### config.mk
export PLATFORM = sky130hd
export DESIGN_NAME = mac_accum_unit
export DESIGN_NICKNAME = d
export VERILOG_FILES = /design/src/rtl/mac_pkg.sv /design/src/rtl/mac_mult.sv /design/src/rtl/mac_sat.sv /design/src/rtl/mac_accum_unit.sv
export SDC_FILE = /design/constraint.sdc
export NUM_CORES = 2
export LEC_CHECK = 0
export CAP_MARGIN = 0
export CORE_UTILIZATION = 67
export CTS_CLUSTER_DIAMETER = 80
export DETAILED_ROUTE_END_ITERATION = 8
export DONT_BUFFER_PORTS = 1
export PLACE_DENSITY = 0.9
export SLEW_MARGIN = 25
export SYNTH_ARGS = -nofsm -noshare
export SYNTH_HDL_FRONTEND = slang
export SYNTH_SLANG_ARGS = --single-unit
### constraint.sdc
create_clock -name clk -period 30.9 [get_ports clk]
set_input_delay 1.545 -clock clk [delete_from_list [all_inputs] [get_ports clk]]
set_output_delay 1.545 -clock clk [all_outputs]
set_load 0.005 [all_outputs]
### src/rtl/mac_pkg.sv
package mac_pkg;
    typedef enum logic [2:0] {
        OP_MUL32  = 3'd0,
        OP_MULU16 = 3'd1,
        OP_MULS16 = 3'd2,
        OP_DMULU  = 3'd3,
        OP_DMULS  = 3'd4,
        OP_MAC32  = 3'd5,
        OP_MAC16  = 3'd6,
        OP_NOP    = 3'd7
    } mac_op_e;

    typedef enum logic [1:0] {
        ST_IDLE  = 2'd0,
        ST_MULT  = 2'd1,
        ST_WRITE = 2'd2
    } mac_state_e;
endpackage

### src/rtl/mac_mult.sv
module mac_mult
    import mac_pkg::*;
#(
    parameter int DATA_W = 32,
    parameter int HALF_W = 16
) (
    input  mac_op_e               op,
    input  logic [DATA_W-1:0]     a,
    input  logic [DATA_W-1:0]     b,
    output logic [2*DATA_W-1:0]   prod
);
    localparam int PW = 2 * DATA_W;

    logic signed [PW:0] ax, bx, full;

    always_comb begin
        unique case (op)
            OP_MULU16: begin
                ax = (PW+1)'($signed({1'b0, a[HALF_W-1:0]}));
                bx = (PW+1)'($signed({1'b0, b[HALF_W-1:0]}));
            end
            OP_MULS16, OP_MAC16: begin
                ax = (PW+1)'($signed(a[HALF_W-1:0]));
                bx = (PW+1)'($signed(b[HALF_W-1:0]));
            end
            OP_DMULU: begin
                ax = (PW+1)'($signed({1'b0, a}));
                bx = (PW+1)'($signed({1'b0, b}));
            end
            OP_MUL32, OP_DMULS, OP_MAC32, OP_NOP: begin
                ax = (PW+1)'($signed(a));
                bx = (PW+1)'($signed(b));
            end
        endcase
        full = ax * bx;
        prod = full[PW-1:0];
    end
endmodule

### src/rtl/mac_sat.sv
module mac_sat
    import mac_pkg::*;
#(
    parameter int DATA_W = 32,
    parameter int SAT_W  = 48
) (
    input  mac_op_e               op,
    input  logic                  sat,
    input  logic [2*DATA_W-1:0]   prod,
    input  logic [2*DATA_W-1:0]   mac_q,
    output logic [2*DATA_W-1:0]   mac_d
);
    localparam int AW = 2 * DATA_W;
    localparam logic signed [AW-1:0] SAT_MAX = {{(AW-SAT_W+1){1'b0}}, {(SAT_W-1){1'b1}}};
    localparam logic signed [AW-1:0] SAT_MIN = {{(AW-SAT_W+1){1'b1}}, {(SAT_W-1){1'b0}}};
    localparam logic [DATA_W-1:0]    W_MAX   = {1'b0, {(DATA_W-1){1'b1}}};
    localparam logic [DATA_W-1:0]    W_MIN   = {1'b1, {(DATA_W-1){1'b0}}};

    logic signed [AW-1:0]   wide_sum;
    logic signed [DATA_W:0] nar_sum;
    logic                   nar_ovf;

    always_comb begin
        wide_sum = AW'($signed(mac_q[SAT_W-1:0])) + $signed(prod);
        nar_sum  = (DATA_W+1)'($signed(mac_q[DATA_W-1:0]))
                 + (DATA_W+1)'($signed(prod[DATA_W-1:0]));
        nar_ovf  = nar_sum[DATA_W] ^ nar_sum[DATA_W-1];
        mac_d    = mac_q;
        unique case (op)
            OP_MUL32, OP_MULU16, OP_MULS16:
                mac_d[DATA_W-1:0] = prod[DATA_W-1:0];
            OP_DMULU, OP_DMULS:
                mac_d = prod;
            OP_MAC32: begin
                if (!sat)
                    mac_d = mac_q + prod;
                else if (wide_sum > SAT_MAX)
                    mac_d[SAT_W-1:0] = SAT_MAX[SAT_W-1:0];
                else if (wide_sum < SAT_MIN)
                    mac_d[SAT_W-1:0] = SAT_MIN[SAT_W-1:0];
                else
                    mac_d[SAT_W-1:0] = wide_sum[SAT_W-1:0];
            end
            OP_MAC16: begin
                if (!sat)
                    mac_d = mac_q + prod;
                else if (nar_ovf) begin
                    mac_d[DATA_W-1:0] = nar_sum[DATA_W] ? W_MIN : W_MAX;
                    mac_d[DATA_W]     = 1'b1;
                end else
                    mac_d[DATA_W-1:0] = nar_sum[DATA_W-1:0];
            end
            OP_NOP: ;
        endcase
    end
endmodule

### src/rtl/mac_accum_unit.sv
module mac_accum_unit
    import mac_pkg::*;
#(
    parameter int DATA_W = 32,
    parameter int HALF_W = 16,
    parameter int SAT_W  = 48
) (
    input  logic              clk,
    input  logic              rst_n,
    input  logic              req_valid,
    input  logic [2:0]        req_op,
    input  logic [DATA_W-1:0] req_a,
    input  logic [DATA_W-1:0] req_b,
    input  logic              req_sat,
    input  logic              ld_hi,
    input  logic              ld_lo,
    input  logic [DATA_W-1:0] ld_data,
    output logic              busy,
    output logic              done,
    output logic [DATA_W-1:0] mach,
    output logic [DATA_W-1:0] macl
);
    localparam int AW = 2 * DATA_W;

    mac_state_e        state_q, state_d;
    mac_op_e           op_q;
    logic [DATA_W-1:0] a_q, b_q;
    logic              sat_q, done_q;
    logic [AW-1:0]     prod_w, prod_q, mac_q, mac_nx;

    // state register
    always_ff @(posedge clk) begin
        if (!rst_n) state_q <= ST_IDLE;
        else        state_q <= state_d;
    end

    // transitions
    always_comb begin
        state_d = state_q;
        unique case (state_q)
            ST_IDLE:  if (req_valid) state_d = ST_MULT;
            ST_MULT:  state_d = ST_WRITE;
            ST_WRITE: state_d = ST_IDLE;
            default:  state_d = ST_IDLE;
        endcase
    end

    // outputs
    always_comb begin
        busy = (state_q != ST_IDLE);
        done = done_q;
        mach = mac_q[AW-1:DATA_W];
        macl = mac_q[DATA_W-1:0];
    end

    mac_mult #(.DATA_W(DATA_W), .HALF_W(HALF_W)) u_mult (
        .op(op_q), .a(a_q), .b(b_q), .prod(prod_w)
    );

    mac_sat #(.DATA_W(DATA_W), .SAT_W(SAT_W)) u_sat (
        .op(op_q), .sat(sat_q), .prod(prod_q), .mac_q(mac_q), .mac_d(mac_nx)
    );

    // datapath
    always_ff @(posedge clk) begin
        if (!rst_n) begin
            op_q   <= OP_NOP;
            a_q    <= '0;
            b_q    <= '0;
            sat_q  <= 1'b0;
            prod_q <= '0;
            mac_q  <= '0;
            done_q <= 1'b0;
        end else begin
            done_q <= 1'b0;
            unique case (state_q)
                ST_IDLE: begin
                    if (req_valid) begin
                        op_q  <= mac_op_e'(req_op);
                        a_q   <= req_a;
                        b_q   <= req_b;
                        sat_q <= req_sat;
                    end
                    if (ld_hi) mac_q[AW-1:DATA_W]  <= ld_data;
                    if (ld_lo) mac_q[DATA_W-1:0]   <= ld_data;
                end
                ST_MULT:  prod_q <= prod_w;
                ST_WRITE: begin
                    mac_q  <= mac_nx;
                    done_q <= 1'b1;
                end
                default: ;
            endcase
        end
    end
endmodule

==> run summary <==
The sequential cell area fraction in the yosys report came out at 0.0641. Once detailed placement completed, the half-perimeter wirelength came to 156000 um. The final layout contains 8711 nets. The clock period could shrink to 11630 ps.

The tools report the nature of the critical path endpoint as a flop. Summed over all nets, the switching power comes to 1050 uW. The H-tree was split into 4 levels.

The checks that failed: design-rule violations. Aggregate negative setup slack: 0 ps. The most frequently used flop master after synthesis was dfxtp_1.

Slowest stage cell on the critical path: nor2_1. The tools report the cell internal power dissipation as 945 uW. The synthesized netlist contains 103 unique library cells.

Global-route usage over all layers: 0.418. The area fraction of the dominant cell type after synthesis was 0.465; the area of the mapped netlist was 62100 sq um. The logs give 5126 for the number of DRC markers after the initial detailed-route iteration and 0.707 for the portion of total power attributed to combinational logic. Setup repair after global routing left no endpoint under its margin. The run gives 1990 uW as the total power consumption of the routed design. TritonCTS built the clock tree. The tool flagged a number of max-cap violations equal to 0. fa_1 takes more of the synthesized area than any other cell. Static timing analysis puts the maximum clock frequency at 86.0 MHz.

The fraction of power consumed by sequential logic was 0.167; the data required time at the worst endpoint was 31290 ps. For this run, the number of Yosys warnings is 0. By instance count, the cell type seen most on the critical path is fa_1. The run gives 0 as the number of pins with negative max-slew slack in the final report.

The critical path in this run is classified as reg -> reg. The worst slew slack as a fraction of its limit was 0.226. The number of enable flip-flop cells after synthesis is 0, and the y dimension of the die is 306 um. Clock root buffer: clkbuf_16. The pin count of the biggest net entering global routing came out at 122.

For the global placer's final weighted congestion, the log shows 1.02. The ratio of cells with drive above 1 in the final layout came out at 0.0300. In this run, post-CTS repair resized a total of 0 instances. The startpoint identified for the worst hold timing path is b_q[11].

The detailed router placed 48900 vias in this run. In this run the post-CTS setup repair buffer count came out at 0. Fraction of registers with async set/reset: 0.

Synthesized netlist net count: 8954. By area the synthesized netlist is led by fa_1, inv_1, ha_1. The slew at the pin closest to its max-slew limit is 1160 ps. For the number of standard-cell rows in the floorplan, the log shows 111.

The run gives 0.0327 uW as the leakage power. The count of nets left with antenna violations once routing finished came out at 0. The count of buffers from port buffering is 0. The fraction of power spent switching nets is 0.526, and the number of global-route vias before repair is 52800.

The tools report the count of boundary I/O pins as 171. The share of the cycle needed by the critical path after routing came out at 0.376. The worst hold path belongs to the class reg -> reg. At the worst endpoint, the arrival time is 12020 ps. The tools report the initial antenna violation count as 6.

The clock transition at the register clock pins on the worst setup and hold paths after CTS came out at 80 ps. The sum of overflow across all layers after global routing came out at 0. The largest single stage delay on the critical path is 680 ps. The number of remaining DRC errors was 2; the summed area of non-filler cells in the final layout was 63400 sq um. The count of hold buffers inserted by post-cts repair is 0, and the number of optimization iterations in the first detailed-route pass is 9. The overall die area was 93900 sq um. The mean area per synthesized cell came out at 8.88 sq um. The endpoint of the lowest-slack register-to-register path was prod_q[61].

The final-report setup violation count is 0. The tools report the worst vdd rail ir drop as 53.3 uV. The startpoint identified for the worst register-to-register timing path is op_q[1].

The final layout contains routed wiring with a total length of 190000 um. Counting cells, the worst reg-to-reg path comes to 38. Deepest clock path buffer count: 2. For the final database, setup skew stands at 20.9 ps.

The number of buffers added by the clock tree synthesis step came out at 17. The number of cells traversed by the worst hold path is 2, and the count of clock tree sinks is 199. The routed wirelength normalized by instance count is 23.7 um. STA classifies the critical path startpoint as a flop. For the worst setup slack for register-to-register paths, the log shows 19270 ps. The flow ran to the end, but the final reports show violations. The count of placed standard cells including taps is 7974. The worst hold slack is 457 ps. For the worst-skew pair, the clock arrives at the later sink with an insertion delay of 530 ps. Along the worst path, the maximum fanout reaches 40. The die width was 306 um. The non-filler instance count after layout was 8008.

The proportion of power drawn by the clock network was 0.126; the synthesis-to-finish area growth was 2.13%. In this run the standard cell core region covers 91800 sq um. Gate count after technology mapping: 6994. The final hold violation count is 0. The via count normalized by instance count is 6.10. The run gives 0.677 as the initial standard-cell utilization of the core. The end of the worst hold path was b_q[11]. For the area after detailed placement, the log shows 62800 sq um. The first global-routing pass estimated 296000 um of wire. The post-synthesis sequential element count is 199, and the power density of the placed cells is 31.4 nW/um^2.
how the worst max path moves through the flow:
stage	from	end	slack, ps	depth (start not counted)
after global placement	op_q[1]	prod_q[61]	19010	36
after global routing	op_q[1]	prod_q[61]	18820	37
after floorplan	op_q[2]	prod_q[61]	21190	38
after detailed placement	op_q[1]	prod_q[61]	19370	36
final	op_q[1]	prod_q[61]	19270	38
after CTS	op_q[1]	prod_q[61]	19340	36
placed cells by master (no fill, tap or decap), types with 21 or more instances in the layout:
cell type	count
a31oi_1	32
nor2b_1	44
inv_1	1596
nand4_1	25
nor2_1	301
xnor2_1	110
a221oi_1	33
o21ai_0	185
and3_1	24
nand2b_1	24
and2_1	413
ha_1	411
a211oi_1	22
a21o_1	87
nor3_1	29
dfxtp_1	194
o21bai_1	21
buf_4	80
fa_1	1444
nand3_1	55
a21oi_1	269
nand2_1	913
xor2_1	54
o211ai_1	64
a21boi_0	25
through the flow:
stage          setup WS (ps)   util
3_5_place_dp           19370  0.684
4_1_cts                19340  0.690
5_1_grt                18820  0.691
6_report               19270  0.691
2_1_floorplan          21190      -
3_3_place_gp           19010  0.683
registers in the layout, indices dropped and copies added, names as in the netlist:
register and count:
prod_q 64, sat_q 1, done 1, b_q 32, state_q 2, a_q 32, mac_q 64, op_q 3
cell type report:
type	instances	area [sq um]
tap	1243	1560
antenna	1	2.50
multi-input combinational	4854	50600
clock inverter	10	161
timing repair buffer	82	656
clock buffer	22	454
inverter	1597	6000
fill	6813	28400
sequential	199	3990
cells in the mapped netlist, drive strengths merged (11+ instances only):
cell / count
inv: 1596
fa: 1444
nand2: 915
and2: 418
ha: 411
clkbuf: 313
nor2: 307
a21oi: 288
dfxtp: 199
o21ai: 193
xnor2: 110
a21o: 90
o211ai: 64
nand3: 56
xor2: 54
nor2b: 46
a221oi: 34
a31oi: 33
nor3: 29
a21boi: 27
nand4: 26
and3: 25
buf: 25
nand2b: 25
a211oi: 24
a2111oi: 23
o21bai: 21
a22oi: 19
or3: 18
o21a: 13
a311oi: 11
o31ai: 11
critical path, delay by kind of cell (launching register included):
family | cells | cell delay (ps)
AO/OA/AOI/OAI | 11 | 3200
adder cells (fa/ha/maj) | 11 | 5130
buffers and inverters | 10 | 970
flip-flops | 1 | 310
multiplexers | 1 | 200
AND/OR/NAND/NOR | 5 | 1720
layer usage:
layer	vias to the layer above	wire [um]	global-route usage	part of all wire
met5	-	90	0	0.00047
met4	12	10900	0.210	0.057
met3	708	26400	0.138	0.14
met2	3220	83800	0.646	0.44
met1	24200	68900	0.530	0.36
li1	20700	-	-	-
power groups by stage:
stage	registers, uW	logic (uW)	clock network, uW
after global placement	334	1300	0
after global routing	334	1550	264
final	332	1410	252
after detailed placement	336	1370	0
after CTS	330	1380	253
after floorplan	312	1010	0
cells by family (layout without fill, tap and decap cells):
| family | Yosys count | in the layout | synth area share |
|---|---|---|---|
| AO/OA/AOI/OAI | 917 | 917 | 0.0969 |
| XOR/XNOR | 164 | 164 | 0.0231 |
| adder cells (fa/ha/maj) | 1856 | 1856 | 0.548 |
| buffers and inverters | 1941 | 1711 | 0.123 |
| flip-flops | 199 | 199 | 0.0641 |
| multiplexers | 8 | 8 | 0.00133 |
| other | 0 | 1 | 0 |
| AND/OR/NAND/NOR | 1909 | 1909 | 0.143 |
Power figures use the tool's default switching activity.
